--- src/rtl/bwu_pkg.sv ---
package bwu_pkg;

  typedef enum logic [1:0] {
    ST_IDLE = 2'd0,
    ST_EMIT = 2'd1,
    ST_HALT = 2'd2
  } bwu_state_e;

  // Bit position, within the flat set of bank words, of a given element.
  function automatic int elem_base(int e, int nb, int bw, int ew);
    return (e % nb) * bw + (e / nb) * ew;
  endfunction

endpackage

--- src/rtl/bwu_ctrl.sv ---
module bwu_ctrl #(
  parameter int NB    = 2,
  parameter int C_SUB = 4,
  parameter int SUB_W = 2
) (
  input  logic             clk,
  input  logic             rst_n,
  input  logic [NB-1:0]    bank_valid,
  input  logic             grp_cont_in,
  input  logic             lanes_ready,
  output logic             load,
  output logic             full,
  output logic             last,
  output logic             cont_q,
  output logic [SUB_W-1:0] sub_q
);
  import bwu_pkg::*;

  localparam logic [SUB_W-1:0] SUB_LAST = SUB_W'(C_SUB - 1);

  bwu_state_e       state_q, state_d;
  logic [SUB_W-1:0] sub_d;
  logic             cont_d;
  logic             all_valid;
  logic             fire;

  assign all_valid = &bank_valid;
  assign full      = (state_q == ST_EMIT);
  assign last      = (sub_q == SUB_LAST);
  assign fire      = full && lanes_ready;

  always_comb begin
    load = 1'b0;
    case (state_q)
      ST_IDLE: load = all_valid;
      ST_EMIT: load = fire && last && cont_q && all_valid;
      default: load = 1'b0;
    endcase
  end

  always_comb begin
    state_d = state_q;
    case (state_q)
      ST_IDLE: if (load) state_d = ST_EMIT;
      ST_EMIT: begin
        if (fire && last) begin
          if (!cont_q)   state_d = ST_HALT;
          else if (load) state_d = ST_EMIT;
          else           state_d = ST_IDLE;
        end
      end
      default: state_d = ST_HALT;
    endcase
  end

  always_comb begin
    sub_d = sub_q;
    if (load)      sub_d = '0;
    else if (fire) sub_d = last ? '0 : sub_q + SUB_W'(1);
  end

  always_comb begin
    cont_d = cont_q;
    if (load) cont_d = grp_cont_in;
  end

  always_ff @(posedge clk or negedge rst_n) begin
    if (!rst_n) begin
      state_q <= ST_IDLE;
      sub_q   <= '0;
      cont_q  <= 1'b0;
    end else begin
      state_q <= state_d;
      sub_q   <= sub_d;
      cont_q  <= cont_d;
    end
  end

  assert_halt_sticky_R6: assert property (@(posedge clk) disable iff (!rst_n)
    (state_q == ST_HALT) |=> (state_q == ST_HALT) && !load);

  assert_sub_bounded_R3: assert property (@(posedge clk) disable iff (!rst_n)
    (sub_q <= SUB_LAST));

endmodule

--- src/rtl/bwu_word_buf.sv ---
module bwu_word_buf #(
  parameter int NB = 2,
  parameter int BW = 32
) (
  input  logic             clk,
  input  logic             load,
  input  logic [NB*BW-1:0] d,
  output logic [NB*BW-1:0] q
);
  // Payload storage: no reset, written only under its clock enable.
  for (genvar b = 0; b < NB; b++) begin : g_bank
    always_ff @(posedge clk) begin
      if (load) q[b*BW +: BW] <= d[b*BW +: BW];
    end
  end
endmodule

--- src/rtl/bwu_lane_slice.sv ---
module bwu_lane_slice #(
  parameter int LANE  = 0,
  parameter int LANES = 2,
  parameter int NB    = 2,
  parameter int BW    = 32,
  parameter int EW    = 8,
  parameter int C_SUB = 4,
  parameter int SUB_W = 2
) (
  input  logic [NB*BW-1:0] words,
  input  logic [SUB_W-1:0] sub,
  output logic [EW-1:0]    elem
);
  always_comb begin
    elem = '0;
    for (int c = 0; c < C_SUB; c++) begin
      if (sub == SUB_W'(c))
        elem = words[bwu_pkg::elem_base(c*LANES + LANE, NB, BW, EW) +: EW];
    end
  end
endmodule

--- src/rtl/bank_word_unpacker.sv ---
module bank_word_unpacker #(
  parameter int BURST_W   = 32,
  parameter int NUM_BANKS = 2,
  parameter int LANES     = 2,
  parameter int ELEM_W    = 8
) (
  input  logic                         clk,
  input  logic                         rst_n,
  input  logic [NUM_BANKS-1:0]         bank_valid,
  output logic [NUM_BANKS-1:0]         bank_ready,
  input  logic [NUM_BANKS*BURST_W-1:0] bank_data,
  input  logic [NUM_BANKS-1:0]         bank_cont,
  output logic [LANES-1:0]             lane_valid,
  input  logic [LANES-1:0]             lane_ready,
  output logic [LANES*ELEM_W-1:0]      lane_data,
  output logic [LANES-1:0]             lane_cont
);
  localparam int GROUP_W = LANES * ELEM_W;
  localparam int SET_W   = BURST_W * NUM_BANKS;
  localparam int C_SUB   = (SET_W >= GROUP_W) ? SET_W / GROUP_W : 1;
  localparam int SUB_W   = (C_SUB > 1) ? $clog2(C_SUB) : 1;

  if (SET_W < GROUP_W || (SET_W % GROUP_W) != 0 || (BURST_W % ELEM_W) != 0) begin : g_bad_cfg
    $error("bank_word_unpacker: unsupported width configuration");
  end

  logic                 load, full, last, cont_q;
  logic [SUB_W-1:0]     sub_q;
  logic [SET_W-1:0]     words_q;

  bwu_ctrl #(.NB(NUM_BANKS), .C_SUB(C_SUB), .SUB_W(SUB_W)) u_ctrl (
    .clk         (clk),
    .rst_n       (rst_n),
    .bank_valid  (bank_valid),
    .grp_cont_in (&bank_cont),
    .lanes_ready (&lane_ready),
    .load        (load),
    .full        (full),
    .last        (last),
    .cont_q      (cont_q),
    .sub_q       (sub_q)
  );

  bwu_word_buf #(.NB(NUM_BANKS), .BW(BURST_W)) u_buf (
    .clk  (clk),
    .load (load),
    .d    (bank_data),
    .q    (words_q)
  );

  for (genvar k = 0; k < LANES; k++) begin : g_lane
    bwu_lane_slice #(
      .LANE(k), .LANES(LANES), .NB(NUM_BANKS), .BW(BURST_W),
      .EW(ELEM_W), .C_SUB(C_SUB), .SUB_W(SUB_W)
    ) u_slice (
      .words (words_q),
      .sub   (sub_q),
      .elem  (lane_data[k*ELEM_W +: ELEM_W])
    );
    assign lane_cont[k]  = last ? cont_q : 1'b1;
    assign lane_valid[k] = full;
  end

  assign bank_ready = {NUM_BANKS{load}};

  assert_ready_needs_all_valid_R2: assert property (@(posedge clk) disable iff (!rst_n)
    (|bank_ready) |-> (&bank_valid));

  assert_ready_together_R2: assert property (@(posedge clk) disable iff (!rst_n)
    (bank_ready == '0) || (&bank_ready));

  assert_no_take_on_stall_R3: assert property (@(posedge clk) disable iff (!rst_n)
    ((|lane_valid) && !(&lane_ready)) |-> (bank_ready == '0));

  assert_hold_on_stall_R7: assert property (@(posedge clk) disable iff (!rst_n)
    ((|lane_valid) && !(&lane_ready)) |=>
      ((&lane_valid) && $stable(lane_data) && $stable(lane_cont)));

  assert_end_closes_R6: assert property (@(posedge clk) disable iff (!rst_n)
    ((|lane_valid) && (&lane_ready) && !lane_cont[0]) |=>
      ((lane_valid == '0) && (bank_ready == '0)));

endmodule

--- config.mk ---
export PLATFORM = sky130hd
export DESIGN_NAME = bank_word_unpacker
export DESIGN_NICKNAME = d
export VERILOG_FILES = /design/src/rtl/bwu_pkg.sv /design/src/rtl/bwu_ctrl.sv /design/src/rtl/bwu_word_buf.sv /design/src/rtl/bwu_lane_slice.sv /design/src/rtl/bank_word_unpacker.sv
export SDC_FILE = /design/constraint.sdc
export NUM_CORES = 1
export LEC_CHECK = 0
export BUFFER_PORTS_ARGS = -buffer_cell sky130_fd_sc_hd__buf_4
export CORE_MARGIN = 1.5
export CORE_UTILIZATION = 53
export DETAILED_ROUTE_END_ITERATION = 10
export PLACE_DENSITY = 0.8
export SETUP_SLACK_MARGIN = 0.05
export SLEW_MARGIN = 20
export SYNTH_ARGS = -nofsm -noshare
export SYNTH_HDL_FRONTEND = slang
export SYNTH_SLANG_ARGS = --single-unit
--- constraint.sdc ---
create_clock -name clk -period 13.2 [get_ports clk]
set_input_delay 2.64 -clock clk [delete_from_list [all_inputs] [get_ports clk]]
set_output_delay 2.64 -clock clk [all_outputs]
set_load 0.05 [all_outputs]
==> results.md, run 1 <==
* Global-route met1 utilization at 24.35%
* Placer Congestion at about 0.88
* Hold slack at 0.5328 ns
* Area grow syn2layout at 30.75%
* Dominant cell type by area after synthesis: edfxtp_1
* Yosys synthesis warning count at 0
* Fin area at 3777 µm²
* Layout Skew at 0.01002 ns
* Req. time, crit path at approximately 11 ns
* Sinks on Clock Net at just under 70
* # hold bufs at CTS at 0
* Met2 GRT Util at 30.53%
* Routed vias at 1,901
* I/O pins at 94
* DR DRC count at 0
* Post-synthesis sequential area ratio at 70.85%
* Final nets at 377
* DRT iter0 DRCs at 72
* Minimum clock period at 6.365 ns
* Global route total overflow at 0
* DP HPWL at 3.558 mm
* Synth cell types at 26
* Pin count of the biggest net entering global routing at 51
* Post-CTS Repair Setup Buffers at 0
* Setup crit end kind: primary output
* Vias in the first global route at ~1,900
* Max clock buf depth at 2
* Max FO, Critical Path at 17
* Drt wl/cell at ~15 µm
* CP dominant cell by count: buf_4
* Row count at 26
* Die Area at 5903 µm²
* Post-Place Worst Slack at slightly below 7 ns
* Die width at 76.83 µm
* Register bit count reported by yosys at 69
* Worst path max stage delay at 0.50 ns
* H-Tree Depth at 3
* Final total power at 0.9515 mW
* Core area at 5172 µm²
* Status: finished, final reports clean
* Cell Count Post-Placement at 360
* Max-cap violations at 0
* Worst hold path type: reg -> reg
* # setup viols final at 0
* Crit path cell chain: buf_4 -> nand3b_1 -> o22ai_4 -> buf_4
* RSZ-0062 raised after global routing: false
* Yosys top cell area share at between 60% and 70%
* CTS tree: built
* Final worst setup slack at 6.835 ns
* Worst vdd ir at 0.1831 mV
* First-pass GRT wire length at 8.528 mm
* Placed Instance Area at approximately 3600 µm²
* GRT Util Overall at 18.94%
* Initial antenna violation count at 0
* P_leak at 1.572 nW
* Average cell area after synthesis at 13.63 µm²
* Crit Path Class: in -> out
* Final wirelength at 5.515 mm
* Slew HR at 51.84%
* Post-Syn Instances at 212
* Antenna-violating nets left at 0
* N_diodes at 0
* Share of cells above drive strength 1 at 37.25%
* Die Ht at 76.83 µm
* Busiest metal layer after global routing: met2
* Area contributors post-synth: edfxtp_1 67%, a21oi_1 5.9%, a22o_1 4.9%
* Hold Vio Cnt, Final at 0
* Fmax at 0.1571 GHz
* Initial Util at 55.85%
* Setup TNS at 0 ns
* Detailed Routing Iterations Pass 1 at 4
* Crit path DAT at 3.73 ns
* Syn_nets at 288
* CTS buffer count at 9
* Critical Path Start Type: primary input
* GR Layer Usage met3 at between 4 and 5%
* CP max stage cell: o22ai_4
* Clock latency on the worst-skew pair at roughly 0.33 ns
* Port buffer count at 93
* Layout Cells excl Fill at 376
* Post-CTS Resized at 0
* Via density at 5.056
* Fin crit share at 48.22%
* Worst-Margin Slew at 0.7225 ns
* Mapped cell area at 2889 µm²
* Fin. max-slew vios at 0
* Power Dens Cells at 251.9 nW/µm²
* Register clock-pin slew on the reported worst setup and hold paths at 0.07 ns
* Final core occ at 73.03%
* Root Buffer: clkbuf_8
## placed cells by master (no fill, tap or decap), types with 5 or more instances in the layout
cell type	n
inv_1	19
nand2_1	18
edfxtp_1	64
dfrtp_1	5
buf_4	96
o21ai_1	15
clkbuf_8	9
a21oi_1	34
a22o_1	16
## final timing paths
kind,from,to,slack (ns),depth (start not counted)
hold / removal,u_ctrl.state_q[1],u_ctrl.state_q[0],0.53,1
hold reg to reg,u_ctrl.state_q[1],u_ctrl.state_q[0],0.53,1
setup reg to reg,u_ctrl.sub_q[0],u_buf.q[19],10.89,4
max in group asynchronous,rst_n,u_ctrl.cont_q,11.00,1
min in group asynchronous,rst_n,u_ctrl.sub_q[0],2.09,1
setup / recovery,lane_ready[0],bank_ready[0],6.83,4
## flip-flops by register name (all words and copies together) (netlist names)
| name | count |
|---|---|
| u_buf.q | 64 |
| u_ctrl.cont_q | 1 |
| u_ctrl.state_q | 2 |
| u_ctrl.sub_q | 2 |
## report_power, final
part | total [mW] | switching [mW] | internal [mW]
Sequential | 0.293 | 0.0178 | 0.275
Combinational | 0.502 | 0.337 | 0.165
Clock | 0.157 | 0.0726 | 0.0843
## metal layers
layer / vias to the layer above / routed length, µm
met4: 0 / 68
met1: 870 / 2398
met3: 8 / 335
met5: - / 0
met2: 70 / 2712
li1: 953 / -
## cell usage after synthesis
master	count
edfxtp_1	64
a21oi_1	34
inv_1	19
nand2_1	18
a22o_1	16
o21ai_1	15
buf_2	9
buf_4	8
dfrtp_1	5
ha_1	4
mux2i_1	2
nand2b_1	2
nor2_1	2
o22ai_1	2
a211oi_1	1
a21o_1	1
a32o_1	1
a32oi_1	1
and2b_2	1
buf_6	1
nand3_2	1
nand3b_1	1
nand3b_4	1
nand4_1	1
o21ai_0	1
o21bai_1	1
## cells by family (layout without fill, tap and decap cells)
kind of cell	Yosys count	in the layout	synth area share (%)
AO/OA/AOI/OAI	73	73	15.37
flip-flops	69	69	70.85
buffers and inverters	37	131	6.496
AND/OR/NAND/NOR	27	27	4.851
adder cells (fa/ha/maj)	4	4	1.732
multiplexers	2	2	0.6930
## worst max-delay path: cells and delay by family
kind / cells / cell delay [ns]
AND/OR/NAND/NOR: 1 / 0.19
buffers and inverters: 2 / 0.39
AO/OA/AOI/OAI: 1 / 0.50
## area by class of cell
cell class              instances  area, µm²
clock buffers                   9      123.9
clock inverters                 7      56.30
fillers                       337       1395
inverters                      19      71.32
multi-input cells             106      670.6
flip-flops and latches         69       2047
well taps                      70      87.58
repair buffers                 96      720.7
Power figures use the tool's default switching activity.
==> run 2: changes to the inputs <==
- CORE_UTILIZATION: 53 -> 50
- PLACE_DENSITY: 0.8 -> 0.76
- clock period: 13.2 -> 6.05 ns (I/O delays scaled with it)
==> run 2 against run 1 <==
Combinational power up 120%. First-iteration DRC count up 25%. Total power grew 110%. Sequential cell count unchanged. Clock skew decreased by 0.0058 ns. Non-clock buffer count is 1 lower. Via count up 2.9%. Sequential share of layout area up 0.51 points. Clock power up 87%. Wire length up 3.9%. Die area increased by 5.8%. Critical path type is now reg -> out. Critical endpoint unchanged. Largest power group unchanged. Highest routed layer unchanged.
==> results.md, run 2 (synthesized netlist as in run 1, its figures left out) <==
* Die width at 79.02 µm (+2.8%)
* Slew HR at 47.53% (-4.3 points)
* Power Dens Cells at 539.9 nW/µm² (+110%)
* P_leak at 1.545 nW (-1.7%)
* Setup TNS at 0 ns (unchanged)
* # setup viols final at 0 (unchanged)
* Sw Ratio at 45.46% (+0.58 points)
* Max-cap violations at 0 (unchanged)
* Status: finished, final reports clean
* Most frequent cells in the layout: 95 x buf_4, 64 x edfxtp_1, 34 x a21oi_1, 19 x inv_1, 18 x nand2_1
* FF-to-FF path depth at 5 (+1)
* Share of cells above drive strength 1 at 36.51% (-0.74 points)
* Detailed Routing Iterations Pass 1 at 5 (+1)
* I/O pins at 94 (unchanged)
* Hold Vio Cnt, Final at 0 (unchanged)
* Fmax at 0.2848 GHz
* Final wirelength at 5.731 mm (+3.9%)
* DP HPWL at 3.811 mm (+7.1%)
* Hold Path End: u_ctrl.state_q[0]
* Minimum clock period at about 3.5 ns
* Root Buffer: clkbuf_8
* Layout Skew at 0.004263 ns (-0.005761 ns)
* Clock latency on the worst-skew pair at 0.33 ns (about the same)
* Setup crit end kind: primary output
* Initial Util at 52.15% (-3.7 points)
* Clock power frac at 14.5% (-2.0 points)
* H-Tree Depth at 3 (unchanged)
* Largest Register: u_buf.q
* Via density at 5.205 (+2.9%)
* Register clock-pin slew on the reported worst setup and hold paths at 0.06 ns (about the same)
* Register share of total power at 31.7% (+0.9 points)
* Critical Path Start Type: register
* DRT iter0 DRCs at 90 (+25%)
* R2r startpoint: u_ctrl.sub_q[0]
* Worst reg2reg setup slack at 3.24 ns (-7.65 ns)
* Worst hold path type: reg -> reg
* Switch Pwr at 0.9187 mW (+120%)
* Worst-Margin Slew at 0.7870 ns (+0.06457 ns)
* Port buffer count at 93 (unchanged)
* Fin. max-slew vios at 0 (unchanged)
* First-pass GRT wire length at 8.825 mm (+3.5%)
* Largest regs: u_buf.q x64, u_ctrl.state_q x2, u_ctrl.sub_q x2
* Row count at 27 (+3.8%)
* Final nets at 376 (-0.27%)
* Vias in the first global route at 1,865 (-1.5%)
* Die Area at 6243 µm² (+5.8%)
* Number of flip-flops in the largest register at 64 (unchanged)
* Post-CTS Repair Setup Buffers at 0 (unchanged)
* Max clock buf depth at 2 (unchanged)
* Core area at 5540 µm² (+7.1%)
* RR Endpoint: u_buf.q[31]
* Area grow syn2layout at 29.54%
* Global route total overflow at 0 (unchanged)
* DR DRC count at 0 (unchanged)
* Crit path DAT at 2.30 ns (-1.43 ns)
* N_diodes at 0 (unchanged)
* RSZ-0062 raised after global routing: false
* Commonest non-fill, non-tap cell in the layout: buf_4
* Comb power frac at 53.8% (+1.1 points)
* Layout filler cell count at 432 (+28%)
* Hold slack at 0.5413 ns (+0.008488 ns)
* Internal power at 1.102 mW (+110%)
* Die Ht at 79.02 µm (+2.8%)
* Hold Crit Depth at 1 (unchanged)
* Placer Congestion at 0.7558 (-14%)
* GRT Util Overall at 19.28% (+0.34 points)
* Drt wl/cell at 15.24 µm (+3.9%)
* Sinks on Clock Net at 69 (unchanged)
* Routed vias at 1,957 (+2.9%)
* Initial antenna violation count at 0 (unchanged)
* CTS buffer count at 9 (unchanged)
* Crit Path Class: reg -> out
* Fin crit share at roughly 58%
* CTS tree: built
* Post-CTS Resized at 0 (unchanged)
* Pin count of the biggest net entering global routing at 65 (+27%)
* Antenna-violating nets left at 0 (unchanged)
* Max FO, Critical Path at 23 (+6)
* # hold bufs at CTS at 0 (unchanged)
* Hold Crit Start: u_ctrl.state_q[1]
* Req. time, crit path at 4.84 ns (-5.72 ns)
* Worst vdd ir at 0.3871 mV (+110%)
-- run 2: power by group through the flow --
| stage | registers, mW | clock network (mW) | logic, mW |
|---|---|---|---|
| floorplan | 0.634 | 0 | 0.846 |
| global placement | 0.645 | 0 | 1.08 |
| detailed placement | 0.649 | 0 | 1.09 |
| CTS | 0.640 | 0.304 | 1.09 |
| global route | 0.647 | 0.323 | 1.16 |
| finish | 0.640 | 0.293 | 1.09 |
-- run 2: area by class of cell --
| cell class | count | area (µm²) | share of cell area (%) |
|---|---|---|---|
| clock buffers | 11 | 131.4 | 3.511 |
| repair buffers | 95 | 713.2 | 19.06 |
| inverters | 19 | 71.32 | 1.906 |
| flip-flops and latches | 69 | 2047 | 54.70 |
| clock inverters | 4 | 16.27 | 0.4346 |
| multi-input cells | 106 | 673.1 | 17.99 |
| well taps | 72 | 90.09 | 2.407 |
-- run 2: how the worst max path moves through the flow --
stage,start,to,depth (start not counted)
3_3_place_gp,u_ctrl.sub_q[0],lane_data[6],5
4_1_cts,u_ctrl.sub_q[1],lane_data[14],6
3_5_place_dp,u_ctrl.sub_q[1],lane_data[14],6
5_1_grt,u_ctrl.sub_q[0],bank_ready[0],5
6_report,u_ctrl.sub_q[0],bank_ready[0],5
2_1_floorplan,lane_ready[0],bank_ready[0],3
-- run 2: metrics by stage --
step | cells | cell area (µm²) | power (mW) | util, % | setup slack [ns]
floorplan | 212 | 2895 | 1.480 | - | 1.283
global placement | 361 | 3590 | 1.725 | 64.79 | 2.767
detailed placement | 361 | 3592 | 1.737 | 64.84 | 2.807
CTS | 376 | 3740 | 2.035 | 67.50 | 2.430
global route | 376 | 3742 | 2.132 | 67.55 | 2.371
finish | 376 | 3742 | 2.021 | 67.55 | 2.539
-- run 2: metal layers --
metal / global-route usage, % / part of all wire, % / wire length, µm
met5: 0 / 0 / 0
met4: 9.474 / 1.0 / 60
met3: 5.287 / 8.1 / 464
met2: 30.94 / 50 / 2883
met1: 24.18 / 41 / 2322
-- run 2: critical path: stages, from the launching register on --
cell	delay, ns
dfrtp_1	0.43
ha_1	0.51
buf_4	0.37
nand4_1	0.21
o22ai_4	0.20
buf_4	0.24
==> run 3: changes to the inputs <==
- CORE_UTILIZATION: 50 -> 45
- PLACE_DENSITY: 0.76 -> 0.72
- clock period: 6.05 -> 2.9 ns (I/O delays scaled with it)
==> run 3 against run 2 <==
Worst hold slack lost 0.51 ns. Combinational power grew 110%. Utilization down 5.6 points. First-iteration DRC count up 30%. Sequential power up 110%. Cell count rose by 2.7%. Wire length rose by 3.3%. Non-clock buffer count increased by 5. Register-to-register slack worse by 2.5 ns. Clock-buffer cell count shrank 2. Global-route usage is 0.98 points lower. Critical path depth unchanged. Largest cell class unchanged. Largest power group unchanged.
==> results.md, run 3 (synthesized netlist as in run 1, its figures left out) <==
* Placed Instance Area at 3646 µm² (+1.5%)
* Routed vias at 1,956 (-0.051%)
* Fin area at 3886 µm² (+3.8%)
* # setup viols final at 0 (unchanged)
* Power Dens Cells at 1182 nW/µm² (+120%)
* Largest Register: u_buf.q
* Max clock buf depth at 2 (unchanged)
* Worst reg2reg setup slack at 0.73 ns (-2.51 ns)
* I/O pins at 94 (unchanged)
* Post-CTS Resized at 0 (unchanged)
* H-Tree Depth at 3 (unchanged)
* Crit path DAT at 2.06 ns (-0.24 ns)
* Layout Cells excl Fill at 386 (+2.7%)
* Worst hold path type: in -> async
* Register share of total power at 29.0% (-2.7 points)
* N_diodes at 0 (unchanged)
* RR Endpoint: u_buf.q[46]
* Hold Vio Cnt, Final at 0 (unchanged)
* Switch Pwr at 1.980 mW (+120%)
* Most frequent cells in the layout: 99 x buf_4, 64 x edfxtp_1, 34 x a21oi_1, 19 x inv_1, 18 x nand2_1
* Clock power frac at 20.4% (+5.9 points)
* Detailed Routing Iterations Pass 1 at 5 (unchanged)
* Max FO, Critical Path at 14 (-39%)
* Area grow syn2layout at 34.52%
* Final wirelength at 5.918 mm (+3.3%)
* Worst vdd ir at 0.7815 mV (+100%)
* Max-cap violations at 0 (unchanged)
* Crit Path Class: reg -> out
* Via density at 5.067 (-2.6%)
* Fin crit share at between 90% and 100%
* Share of cells above drive strength 1 at 39.16% (+2.6 points)
* Initial antenna violation count at 0 (unchanged)
* Req. time, crit path at 2.32 ns (-2.52 ns)
* Drt wl/cell at 15.33 µm (+0.59%)
* DR DRC count at 0 (unchanged)
* Final nets at 381 (+1.3%)
* Cell Count Post-Placement at 371 (+2.8%)
* Sw Ratio at 43.13% (-2.3 points)
* Final total power at 4.592 mW (+130%)
* Number of flip-flops in the largest register at 64 (unchanged)
* GRT Util Overall at 18.30% (-0.98 points)
* Global route total overflow at 0 (unchanged)
* Layout Skew at 0.01063 ns (+0.006370 ns)
* Core area at 6277 µm² (+13%)
* R2r startpoint: u_ctrl.sub_q[0]
* Die width at 83.13 µm (+5.2%)
* # hold bufs at CTS at 0 (unchanged)
* Critical Path Start Type: register
* Setup crit end kind: primary output
* Row count at 29 (+7.4%)
* Internal power at 2.611 mW (+140%)
* FF-to-FF path depth at 4 (-1)
* Minimum clock period at ~2.6 ns
* Comb power frac at 50.6% (-3.2 points)
* Pin count of the biggest net entering global routing at 65 (unchanged)
* Sinks on Clock Net at 69 (unchanged)
* Die Ht at 83.13 µm (+5.2%)
* Fmax at ~0.38 GHz
* Worst-Margin Slew at 0.4810 ns (-0.3060 ns)
* Initial Util at 46.02% (-6.1 points)
* Root Buffer: clkbuf_8
* Die Area at 6910 µm² (+11%)
* CTS tree: built
* CTS buffer count at 9 (unchanged)
* Setup TNS at 0 ns (unchanged)
* Clock latency on the worst-skew pair at 0.34 ns (about the same)
* Largest regs: u_buf.q x64, u_ctrl.state_q x2, u_ctrl.sub_q x2
* Antenna-violating nets left at 0 (unchanged)
* Commonest non-fill, non-tap cell in the layout: buf_4
* Placer Congestion at 0.7118 (-5.8%)
* Fin. max-slew vios at 0 (unchanged)
* Final core occ at 61.91% (-5.6 points)
* DRT iter0 DRCs at 117 (+30%)
* Port buffer count at 93 (unchanged)
* RSZ-0062 raised after global routing: false
* P_leak at 1.615 nW (+4.5%)
* Register clock-pin slew on the reported worst setup and hold paths at 0.07 ns (about the same)
* Status: finished, final reports clean
* Slew HR at 67.93% (+20 points)
* Vias in the first global route at 2,001 (+7.3%)
* DP HPWL at 4.015 mm (+5.4%)
* First-pass GRT wire length at 9.666 mm (+9.5%)
* Post-CTS Repair Setup Buffers at 0 (unchanged)
## run 3: cell count changes in the layout (fill, tap and decap cells not counted)
cell        delta
buf_4          +4
bufinv_16      +3
clkinv_1       -3
clkbuf_1       -2
buf_12         +1
clkinvlp_4     +1
inv_6          +1
## run 3: metrics by stage
| stage | worst slack, ns | hold slack [ns] |
|---|---|---|
| final | 0.2649 | 0.02703 |
| after global routing | 0.07910 | 0.01070 |
| after CTS | 0.1299 | 0.01350 |
| after detailed placement | 0.5176 | 0.3893 |
| after global placement | 0.6288 | 0.3875 |
| after floorplan | -0.02172 | 0.2844 |
## run 3: per-layer routing
| layer | track usage (%) | share of wire [%] | vias to the layer above |
|---|---|---|---|
| li1 | - | - | 961 |
| met2 | 29.93 | 52 | 66 |
| met5 | 0 | 0 | - |
| met3 | 3.777 | 4.4 | 7 |
| met1 | 23.14 | 42 | 922 |
| met4 | 9.394 | 1.6 | 0 |
## run 3: worst max path at each step
stage / from / end / slack [ns] / cells after the start
after floorplan: u_ctrl.sub_q[0] / bank_ready[0] / -0.02 / 5
after global placement: u_ctrl.sub_q[0] / lane_data[5] / 0.63 / 6
after detailed placement: u_ctrl.sub_q[0] / lane_data[5] / 0.52 / 6
after CTS: u_ctrl.sub_q[0] / lane_data[5] / 0.13 / 6
after global routing: u_ctrl.sub_q[0] / bank_ready[1] / 0.08 / 4
final: u_ctrl.sub_q[0] / lane_data[8] / 0.26 / 5
## run 3: power by group through the flow
stage | combinational, mW | sequential [mW] | clock (mW)
after floorplan | 1.77 | 1.32 | 0
after global placement | 2.30 | 1.35 | 0
after detailed placement | 2.32 | 1.36 | 0
after CTS | 2.33 | 1.33 | 0.944
after global routing | 2.47 | 1.35 | 1.00
final | 2.32 | 1.33 | 0.936
## run 3: area by class of cell
class / instances / area [µm²]
flip-flops and latches: 69 / 2047
clock inverters: 6 / 111.4
fillers: 499 / 2391
well taps: 77 / 96.34
inverters: 19 / 71.32
clock buffers: 9 / 123.9
multi-input cells: 106 / 673.1
repair buffers: 100 / 763.2
## run 3: critical path, cell delays in order (launching register included)
cell     delay (ns)
dfrtp_1        0.45
ha_1           0.49
buf_4          0.30
a21oi_1        0.06
a22o_1         0.22
buf_4          0.19
